--- src/rtl/mcCtrlPkg.sv ---
package mcCtrlPkg;

  localparam int STATE_W = 4;

  typedef enum logic [STATE_W-1:0] {
    ST_FETCH    = 4'd0,
    ST_DECODE   = 4'd1,
    ST_MEMADDR  = 4'd2,
    ST_MEMREAD  = 4'd3,
    ST_LOADWB   = 4'd4,
    ST_MEMWRITE = 4'd5,
    ST_EXEC     = 4'd6,
    ST_RWB      = 4'd7,
    ST_BRANCH   = 4'd8,
    ST_JUMP     = 4'd9,
    ST_UNDEF    = 4'd10,
    ST_OVF      = 4'd11
  } ctrlState_t;

  typedef enum logic [2:0] {
    CL_MEM    = 3'd0,
    CL_RTYPE  = 3'd1,
    CL_BRANCH = 3'd2,
    CL_JUMP   = 3'd3,
    CL_BAD    = 3'd4
  } insnClass_t;

  // ALU operation codes
  localparam logic [1:0] ALU_ADD  = 2'b00;
  localparam logic [1:0] ALU_SUB  = 2'b01;
  localparam logic [1:0] ALU_FUNC = 2'b10;

  // operand B selects
  localparam logic [1:0] SRCB_REG   = 2'b00;
  localparam logic [1:0] SRCB_FOUR  = 2'b01;
  localparam logic [1:0] SRCB_IMM   = 2'b10;
  localparam logic [1:0] SRCB_IMMSH = 2'b11;

  // next-PC selects
  localparam logic [1:0] PCSRC_ALU     = 2'b00;
  localparam logic [1:0] PCSRC_ALUOUT  = 2'b01;
  localparam logic [1:0] PCSRC_JUMP    = 2'b10;
  localparam logic [1:0] PCSRC_HANDLER = 2'b11;

  localparam logic CAUSE_UNDEF = 1'b0;
  localparam logic CAUSE_OVF   = 1'b1;

  typedef struct packed {
    logic       pcWrite;
    logic       pcWriteCond;
    logic       irWrite;
    logic       regWrite;
    logic       memRead;
    logic       memWrite;
    logic       memAddrSel;
    logic       wbFromMem;
    logic       destFromRd;
    logic       aluSrcA;
    logic [1:0] aluSrcB;
    logic [1:0] aluOp;
    logic [1:0] pcSource;
    logic       epcWrite;
    logic       causeWrite;
    logic       causeCode;
  } ctrlStrobes_t;

endpackage

--- src/rtl/insnClassify.sv ---
module insnClassify
  import mcCtrlPkg::*;
#(
  parameter int             OP_W      = 6,
  parameter logic [OP_W-1:0] OP_LOAD   = 6'b100011,
  parameter logic [OP_W-1:0] OP_STORE  = 6'b101011,
  parameter logic [OP_W-1:0] OP_RTYPE  = 6'b000000,
  parameter logic [OP_W-1:0] OP_BRANCH = 6'b000100,
  parameter logic [OP_W-1:0] OP_JUMP   = 6'b000010
) (
  input  logic [OP_W-1:0] opcode,
  output insnClass_t      insnClass,
  output logic            isStore
);

  logic isLoad;

  assign isLoad  = (opcode == OP_LOAD);
  assign isStore = (opcode == OP_STORE);

  always_comb begin
    if (isLoad || isStore)        insnClass = CL_MEM;
    else if (opcode == OP_RTYPE)  insnClass = CL_RTYPE;
    else if (opcode == OP_BRANCH) insnClass = CL_BRANCH;
    else if (opcode == OP_JUMP)   insnClass = CL_JUMP;
    else                          insnClass = CL_BAD;
  end

endmodule

--- src/rtl/ctrlSequencer.sv ---
module ctrlSequencer
  import mcCtrlPkg::*;
(
  input  logic       clk,
  input  logic       rst,
  input  insnClass_t insnClass,
  input  logic       isStore,
  input  logic       aluOverflow,
  output ctrlState_t curState
);

  ctrlState_t nxtState;

  always_comb begin
    nxtState = ST_FETCH;
    unique case (curState)
      ST_FETCH:   nxtState = ST_DECODE;
      ST_DECODE: begin
        unique case (insnClass)
          CL_MEM:    nxtState = ST_MEMADDR;
          CL_RTYPE:  nxtState = ST_EXEC;
          CL_BRANCH: nxtState = ST_BRANCH;
          CL_JUMP:   nxtState = ST_JUMP;
          default:   nxtState = ST_UNDEF;
        endcase
      end
      ST_MEMADDR: nxtState = isStore ? ST_MEMWRITE : ST_MEMREAD;
      ST_MEMREAD: nxtState = ST_LOADWB;
      ST_EXEC:    nxtState = aluOverflow ? ST_OVF : ST_RWB;
      default:    nxtState = ST_FETCH;
    endcase
  end

  always_ff @(posedge clk) begin
    if (rst) curState <= ST_FETCH;
    else     curState <= nxtState;
  end

endmodule

--- src/rtl/strobeDecode.sv ---
module strobeDecode
  import mcCtrlPkg::*;
(
  input  logic         rst,
  input  ctrlState_t   curState,
  output ctrlStrobes_t strobes
);

  ctrlStrobes_t raw;

  always_comb begin
    raw = '0;
    unique case (curState)
      ST_FETCH: begin
        raw.memRead  = 1'b1;
        raw.irWrite  = 1'b1;
        raw.pcWrite  = 1'b1;
        raw.aluSrcB  = SRCB_FOUR;
        raw.aluOp    = ALU_ADD;
        raw.pcSource = PCSRC_ALU;
      end
      ST_DECODE: begin
        raw.aluSrcB = SRCB_IMMSH;
        raw.aluOp   = ALU_ADD;
      end
      ST_MEMADDR: begin
        raw.aluSrcA = 1'b1;
        raw.aluSrcB = SRCB_IMM;
        raw.aluOp   = ALU_ADD;
      end
      ST_MEMREAD: begin
        raw.memRead    = 1'b1;
        raw.memAddrSel = 1'b1;
      end
      ST_LOADWB: begin
        raw.regWrite  = 1'b1;
        raw.wbFromMem = 1'b1;
      end
      ST_MEMWRITE: begin
        raw.memWrite   = 1'b1;
        raw.memAddrSel = 1'b1;
      end
      ST_EXEC: begin
        raw.aluSrcA = 1'b1;
        raw.aluSrcB = SRCB_REG;
        raw.aluOp   = ALU_FUNC;
      end
      ST_RWB: begin
        raw.regWrite   = 1'b1;
        raw.destFromRd = 1'b1;
      end
      ST_BRANCH: begin
        raw.aluSrcA     = 1'b1;
        raw.aluSrcB     = SRCB_REG;
        raw.aluOp       = ALU_SUB;
        raw.pcWriteCond = 1'b1;
        raw.pcSource    = PCSRC_ALUOUT;
      end
      ST_JUMP: begin
        raw.pcWrite  = 1'b1;
        raw.pcSource = PCSRC_JUMP;
      end
      ST_UNDEF, ST_OVF: begin
        // PC already advanced by four: subtract four to recover the faulting address
        raw.aluSrcB    = SRCB_FOUR;
        raw.aluOp      = ALU_SUB;
        raw.epcWrite   = 1'b1;
        raw.causeWrite = 1'b1;
        raw.causeCode  = (curState == ST_OVF) ? CAUSE_OVF : CAUSE_UNDEF;
        raw.pcWrite    = 1'b1;
        raw.pcSource   = PCSRC_HANDLER;
      end
      default: raw = '0;
    endcase
  end

  assign strobes = rst ? '0 : raw;

endmodule

--- src/rtl/multicycleControl.sv ---
module multicycleControl
  import mcCtrlPkg::*;
#(
  parameter int OP_W = 6
) (
  input  logic            clk,
  input  logic            rst,
  input  logic [OP_W-1:0] opcode,
  input  logic            aluOverflow,
  output logic [3:0]      ctrlState,
  output logic            pcWrite,
  output logic            pcWriteCond,
  output logic            irWrite,
  output logic            regWrite,
  output logic            memRead,
  output logic            memWrite,
  output logic            memAddrSel,
  output logic            wbFromMem,
  output logic            destFromRd,
  output logic            aluSrcA,
  output logic [1:0]      aluSrcB,
  output logic [1:0]      aluOp,
  output logic [1:0]      pcSource,
  output logic            epcWrite,
  output logic            causeWrite,
  output logic            causeCode
);

  insnClass_t   insnClass;
  logic         isStore;
  ctrlState_t   curState;
  ctrlStrobes_t strobes;

  insnClassify #(.OP_W(OP_W)) uClassify (
    .opcode    (opcode),
    .insnClass (insnClass),
    .isStore   (isStore)
  );

  ctrlSequencer uSeq (
    .clk         (clk),
    .rst         (rst),
    .insnClass   (insnClass),
    .isStore     (isStore),
    .aluOverflow (aluOverflow),
    .curState    (curState)
  );

  strobeDecode uDecode (
    .rst      (rst),
    .curState (curState),
    .strobes  (strobes)
  );

  assign ctrlState   = curState;
  assign pcWrite     = strobes.pcWrite;
  assign pcWriteCond = strobes.pcWriteCond;
  assign irWrite     = strobes.irWrite;
  assign regWrite    = strobes.regWrite;
  assign memRead     = strobes.memRead;
  assign memWrite    = strobes.memWrite;
  assign memAddrSel  = strobes.memAddrSel;
  assign wbFromMem   = strobes.wbFromMem;
  assign destFromRd  = strobes.destFromRd;
  assign aluSrcA     = strobes.aluSrcA;
  assign aluSrcB     = strobes.aluSrcB;
  assign aluOp       = strobes.aluOp;
  assign pcSource    = strobes.pcSource;
  assign epcWrite    = strobes.epcWrite;
  assign causeWrite  = strobes.causeWrite;
  assign causeCode   = strobes.causeCode;

endmodule

--- config.mk ---
export PLATFORM = sky130hd
export DESIGN_NAME = multicycleControl
export DESIGN_NICKNAME = d
export VERILOG_FILES = /design/src/rtl/mcCtrlPkg.sv /design/src/rtl/insnClassify.sv /design/src/rtl/ctrlSequencer.sv /design/src/rtl/strobeDecode.sv /design/src/rtl/multicycleControl.sv
export SDC_FILE = /design/constraint.sdc
export NUM_CORES = 1
export LEC_CHECK = 0
export ABC_AREA = 1
export ABC_CLOCK_PERIOD_IN_PS = 1000
export BUFFER_PORTS_ARGS = -buffer_cell sky130_fd_sc_hd__buf_2
export CAP_MARGIN = 20
export CORE_MARGIN = 4
export CORE_UTILIZATION = 37
export CTS_CLUSTER_DIAMETER = 50
export DETAILED_ROUTE_END_ITERATION = 6
export PLACE_DENSITY_LB_ADDON = 0.3
export SLEW_MARGIN = 20
export SYNTH_ARGS = -nofsm -noshare
export SYNTH_HDL_FRONTEND = slang
export SYNTH_HIERARCHICAL = 1
export SYNTH_SLANG_ARGS = --single-unit
--- constraint.sdc ---
create_clock -name clk -period 1 [get_ports clk]
set_input_delay 0.2 -clock clk [delete_from_list [all_inputs] [get_ports clk]]
set_output_delay 0.2 -clock clk [all_outputs]
set_load 0.01 [all_outputs]
==> results of run 1 <==
[path summary, 6_finish.rpt]
| path | to | slack (ns) | cells after the start | startpoint |
|---|---|---|---|---|
| setup reg to reg | uSeq/curState[2] | -0.11 | 7 | uSeq/curState[1] |
| setup / recovery | memAddrSel | -0.30 | 5 | uSeq/curState[0] |
| hold reg to reg | uSeq/curState[3] | 0.73 | 3 | uSeq/curState[0] |
| hold / removal | uSeq/curState[3] | 0.24 | 3 | aluOverflow |
[through the flow]
step / setup slack [ns] / TNS (ns) / util, %
after floorplan: -0.07032 / -0.2959 / -
after global placement: -0.1373 / -1.355 / 59.38
after detailed placement: -0.1744 / -1.714 / 59.38
after CTS: -0.2928 / -5.684 / 71.29
after global routing: -0.3417 / -6.959 / 76.36
final: -0.2971 / -5.591 / 76.36
[placed cells by master (no fill, tap or decap)]
master | netlist | final
buf_2 | 0 | 24
inv_1 | 23 | 17
nor2_1 | 24 | 16
nand2_1 | 20 | 13
buf_6 | 0 | 12
nand3_1 | 17 | 10
nor2_2 | 5 | 7
nand2_2 | 1 | 7
nand3_2 | 0 | 7
buf_4 | 2 | 6
nor2_4 | 0 | 6
inv_4 | 0 | 4
dfxtp_4 | 0 | 4
clkbuf_4 | 0 | 3
inv_2 | 1 | 2
a21oi_2 | 0 | 2
nand4_1 | 2 | 2
a21oi_1 | 4 | 2
o211ai_1 | 2 | 2
nand2_4 | 0 | 1
nor3_4 | 0 | 1
nor3_2 | 0 | 1
inv_6 | 0 | 1
[layer usage]
layer | track usage (%) | part of all wire (%) | vias up | wire [um]
met5 | 0 | 0 | - | 0
met4 | 11.93 | 2.7 | 0 | 52
met3 | 0.7905 | 8.8 | 8 | 167
met2 | 30.77 | 50 | 42 | 948
met1 | 17.21 | 39 | 370 | 736
li1 | - | - | 421 | -
[cell families (layout without fill, tap and decap cells)]
logic type / count (synthesis) / after routing / share of synthesized area (%)
buffers and inverters: 26 / 69 / 19.81
AND/OR/NAND/NOR: 71 / 71 / 58.49
AO/OA/AOI/OAI: 6 / 6 / 6.603
flip-flops: 4 / 4 / 15.09
[what timing repair did]
item	in CTS	in global routing
pin swaps	4	10
gates resized for setup	26	20
setup endpoints to repair	25	27
setup buffers	6	0
[power groups by stage]
stage | clock network [mW] | logic (mW) | registers [mW]
CTS | 0.211 | 0.494 | 0.228
global route | 0.218 | 0.587 | 0.240
floorplan | 0 | 0.231 | 0.233
detailed placement | 0 | 0.410 | 0.219
global placement | 0 | 0.401 | 0.220
finish | 0.202 | 0.546 | 0.237
[worst max-delay path: stages, from the launching register on]
cell and delay [ns]:
dfxtp_4 0.40, inv_4 0.06, nor2_4 0.12, nand3_2 0.09, nand2_1 0.07, buf_2 0.12
[layout make-up]
type,count,area share (%)
multi-input combinational,77,46.81
timing repair buffer,42,29.48
inverter,24,10.32
sequential,4,9.337
clock buffer,3,2.211
tap,15,1.843
==> impl_metrics.tcl, run 1 <==
set metrics [dict create \
    run_status "finished with violations" \
    violations "setup timing" \
    fin_hold_ws_ns 0.2416 \
    power_per_cell_area_mw_per_mm2 967.3 \
    hold_viol 0 \
    drt-total-wl_um 1904 \
    die_x_um 45.87 \
    cts_inserted_buffers 3 \
    synth.ff_latch_count 4 \
    htree_num_levels 1 \
    detailedPlacementHpwl_um 1287 \
    finalSetupViolations 27 \
    initial_utilization_pct 39.77 \
    syn_avg_cell_area_um2 4.958 \
    cts.sink_count 4 \
    clockPowerShare_pct 20.5 \
    cap_viol_max_count 0 \
    ctsHoldBuffers 0 \
    syn-instance-count 107 \
    design.core.area_mm2 0.001334 \
    synthesis.area_um2 530.5 \
    fp.dieArea_mm2 0.002104 \
    num-fill-cells 91 \
    clk_pin_slew_ns 0.04 \
    timing.critical_path.arrival_ns 1.10 \
    clock_path_buffers 2 \
    die-height_um 45.87 \
    slew_at_the_pin_closest_to_its_max_slew_limit_ns 0.2157 \
    ys.warnings.count 6 \
    grt_setup_unrepaired "yes" \
    remaining_drc_errors 0 \
    max_slew_margin_pct 85.60 \
    via_count_of_the_first_global_routing_pass 702 \
    rows 13 \
    synth_edf_count 0 \
    netlist.top_cell.by_area "nor2_1" \
    port_buffers 31 \
    ratio_of_final_minimum_period_to_clock_period_pct 129.7 \
    clk-insertion-delay-late_ns 0.24 \
    largest_register_ffs 4 \
    num-nets-final 161 \
    internal-power_mw 0.5500 \
    final_critical_path_setup_slack_ns -0.2971 \
    power.leakage_nw 0.5690 \
    synth_top_area_share_pct 16.98 \
    final-seq-area_um2 95.09 \
    max_clock_freq_mhz 770.9 \
    detail_route.vias_per_cell 5.097 \
    ios 32 \
    synth-seq-area-share_pct 15.09 \
    grt_pass1_wl_um 2594 \
    ir_worst_vdd_mv 0.5590 \
    grt_antenna_before_repair 0 \
    worst-endpoint-required_ns 0.80 \
    detailed_place.area_um2 792.0 \
    route.antenna.remaining_nets 0 \
    combinationalPowerShare_pct 55.4 \
    dr_total_vias 841 \
    worst_setup_path_end_kind "primary output" \
    switching_share_pct 44.18 \
    drt_first_pass_iters 4 \
    number_of_distinct_library_cells_after_synthesis 13 \
    detailedRoute.firstIterationViolations 25 \
    largest_registers "uSeq/curState x4" \
    total_power_mw 0.9852 \
    timing.clock.skew_ns 0.001690 \
    post_synth_main_area_contributors "nor2_1 (17%), inv_1 (16%), nand3_1 (16%), dfxtp_1 (15%), nand2_1 (14%)" \
    grt_max_degree 9 \
    share_of_final_layout_standard_cells_stronger_than_drive_strength_1_pct 58.67 \
    worst_setup_path_start_kind "flop" \
    replace_congestion 0.7912 \
    multi_input_logic_area_um2 476.7 \
    num_antenna_cells 0 \
    largest-register "uSeq/curState" \
    tritoncts "yes" \
    area_growth_pct 91.98 \
    post-place-cells 158 \
    gr_overflow_total 0 \
    cts-root-buf "clkbuf_4" \
    routed_wire_length_per_instance_um 11.54 \
    net_count_after_synthesis 116 \
    maxSlewViolCount 0 \
    final_cell_count_no_fill 165 \
    grt.total_usage_pct 16.61 \
    yosys-top-cells-count "nor2_1 (24), inv_1 (23), nand2_1 (20), nand3_1 (17), nor2_2 (5)" \
    postSynth.topFlopCell "dfxtp_1" \
    critical_path_class "reg2out" \
    stdcell_area_mm2 0.001018 \
    power.switching_mw 0.4352 \
    finalCriticalPeriod_ns 1.297 \
    worst_hold_path_type "in2reg" \
    async_reset_ff_share_pct 0 \
    synth_most_common_cell "nor2_1" \
    p_seq_share_pct 24.0 \
    crit_path_max_fanout 6 \
]
Note: power is estimated with default switching activity, not from simulation.
==> run 2, diff against run 1 <==
--- a/config.mk
+++ b/config.mk
@@ -7,12 +7,12 @@
 export LEC_CHECK = 0
 export ABC_AREA = 1
 export ABC_CLOCK_PERIOD_IN_PS = 1000
-export BUFFER_PORTS_ARGS = -buffer_cell sky130_fd_sc_hd__buf_2
 export CAP_MARGIN = 20
-export CORE_MARGIN = 4
-export CORE_UTILIZATION = 37
+export CORE_AREA = 4 4 41 43
 export CTS_CLUSTER_DIAMETER = 50
 export DETAILED_ROUTE_END_ITERATION = 6
+export DIE_AREA = 0 0 45 47
+export DONT_BUFFER_PORTS = 1
 export PLACE_DENSITY_LB_ADDON = 0.3
 export SLEW_MARGIN = 20
 export SYNTH_ARGS = -nofsm -noshare
==> run 2 against run 1 <==
Net effect:
- the flow still finishes with violations (setup timing)
- register-to-register slack got worse by 0.04 ns
- total power increased by 0.27%
- worst hold slack got worse by 0.22 ns
- clock-buffer cell count unchanged
- via count decreased by 15%
- clock skew decreased by 0.00074 ns
- critical path depth decreased by 2
- critical path type unchanged
==> impl_metrics.tcl, run 2 (same netlist as run 1, synthesis figures left out) <==
set metrics [dict create \
    tritoncts "yes" \
    worst-endpoint-required_ns 0.80 \
    min_delay_path_depth 1 \
    area_growth_pct 74.06 \
    ir_worst_vdd_mv 0.6825 \
    maxSlewViolCount 0 \
    route.antenna.remaining_nets 0 \
    grt.total_usage_pct 16.60 \
    critical_path_class "reg2out" \
    grt_setup_unrepaired "yes" \
    clk_pin_slew_ns 0.04 \
    grt_antenna_before_repair 0 \
    rows 13 \
    max_clock_freq_mhz 795.1 \
    num_antenna_cells 0 \
    ratio_of_final_minimum_period_to_clock_period_pct 125.8 \
    clock_path_buffers 2 \
    hold_viol 0 \
    die-height_um 47 \
    num-fill-cells 104 \
    timing.clock.skew_ns 0.0009524 \
    via_count_of_the_first_global_routing_pass 623 \
    layout.cells.most_common_list "nor2_1 (16), inv_1 (14), nand3_1 (11)" \
    initial_utilization_pct 40.77 \
    detailedRoute.firstIterationViolations 18 \
    cts_inserted_buffers 3 \
    r2r_slack_ns -0.15 \
    ios 32 \
    worst_setup_path_end_kind "primary output" \
    run_status "finished with violations" \
    r2r_start "uSeq/curState[1]" \
    remaining_drc_errors 0 \
    total_power_mw 0.9878 \
    power_per_cell_area_mw_per_mm2 1070 \
    ctsHoldBuffers 0 \
    num-nets-final 134 \
    port_buffers 0 \
    clk-insertion-delay-late_ns 0.23 \
    pre_cts_ws_ns -0.1147 \
    final.setup.tns_ns -4.956 \
    cap_viol_max_count 0 \
    die_x_um 45 \
    hold_start "rst" \
    finalCriticalPeriod_ns 1.258 \
    cts.sink_count 4 \
    layout_commonest_cell "nor2_1" \
    design.core.area_mm2 0.001301 \
    drt_first_pass_iters 4 \
    htree_num_levels 1 \
    fp.dieArea_mm2 0.002115 \
    worst_hold_path_type "in2reg" \
    largest-register "uSeq/curState" \
    gr_overflow_total 0 \
    rr_endpoint "uSeq/curState[0]" \
    crit_path_max_fanout 5 \
    worst_setup_path_start_kind "flop" \
    largest_registers "uSeq/curState x4" \
    cts-root-buf "clkbuf_4" \
    largest_register_ffs 4 \
    timing.critical_path.arrival_ns 1.06 \
    violations "setup timing" \
    share_of_final_layout_standard_cells_stronger_than_drive_strength_1_pct 55.28 \
    grt_pass1_wl_um 2594 \
    final_critical_path_setup_slack_ns -0.2577 \
    drt-total-wl_um 1798 \
    dr_total_vias 714 \
    detail_route.vias_per_cell 5.174 \
    max_slew_margin_pct 81.56 \
    slew_at_the_pin_closest_to_its_max_slew_limit_ns 0.2757 \
    fin_hold_ws_ns 0.02261 \
    end_point_of_the_worst_hold_path "uSeq/curState[3]" \
    detailedPlacementHpwl_um 1144 \
    finalSetupViolations 26 \
    routed_wire_length_per_instance_um 13.03 \
    power.leakage_nw 0.4526 \
    replace_congestion 0.7936 \
    worstRegToRegCells 7 \
    grt_max_degree 9 \
    final_core_utilization_pct 70.96 \
]
[run 2: changes by cell type in the layout (fill, tap and decap cells not counted), moves of 2 or more]
cell     delta
inv_1       -3
nand2_4     +5
nand2_1     -5
nor2_4      +4
buf_2      -24
buf_4       +4
buf_6       -8
inv_2       +3
nor2_2      -4
nand3_2     -2
[run 2: through the flow]
step / instances / instance area, um^2
finish: 138 / 923.4
floorplan: 107 / 584.3
CTS: 137 / 883.3
detailed placement: 130 / 671.9
global placement: 130 / 671.9
global route: 138 / 923.4
[run 2: worst max-delay path, stage by stage, from the launching register on]
cell and delay (ns):
dfxtp_4 0.36, nor2_1 0.20, nand3_2 0.15, nand2_2 0.11
[run 2: repair_timing]
| item | CTS | global route |
|---|---|---|
| resized for setup | 46 | 12 |
| setup endpoints to repair | 23 | 27 |
| setup buffers | 4 | 2 |
| pin swaps | 9 | 4 |
[run 2: worst max path at each step]
stage	start	to	cells past startpoint
floorplan	uSeq/curState[2]	aluOp[0]	4
global placement	uSeq/curState[3]	regWrite	3
detailed placement	opcode[1]	uSeq/curState[0]	9
CTS	uSeq/curState[2]	pcSource[0]	3
global route	uSeq/curState[3]	pcWrite	3
finish	uSeq/curState[3]	pcWrite	3
[run 2: routing by layer]
metal | share of wire, % | global-route usage (%) | up-vias
met5 | 0 | 0 | -
met2 | 59 | 33.62 | 26
met3 | 7.0 | 4.981 | 0
met4 | 0 | 3.509 | 0
met1 | 34 | 16.40 | 320
li1 | - | - | 368
[run 2: where the power goes]
part,total [mW],internal (mW),switching (mW)
sequential,0.240,0.181,0.0586
combinational,0.550,0.219,0.331
clock,0.198,0.134,0.0634
total,0.988,0.535,0.453
[run 2: final cells by class]
cell class | count | area (um^2) | area share, %
clock buffer | 3 | 22.52 | 2.439
tap | 15 | 18.77 | 2.033
inverter | 24 | 107.6 | 11.65
multi-input combinational | 77 | 544.3 | 58.94
timing repair buffer | 15 | 135.1 | 14.63
sequential | 4 | 95.09 | 10.30
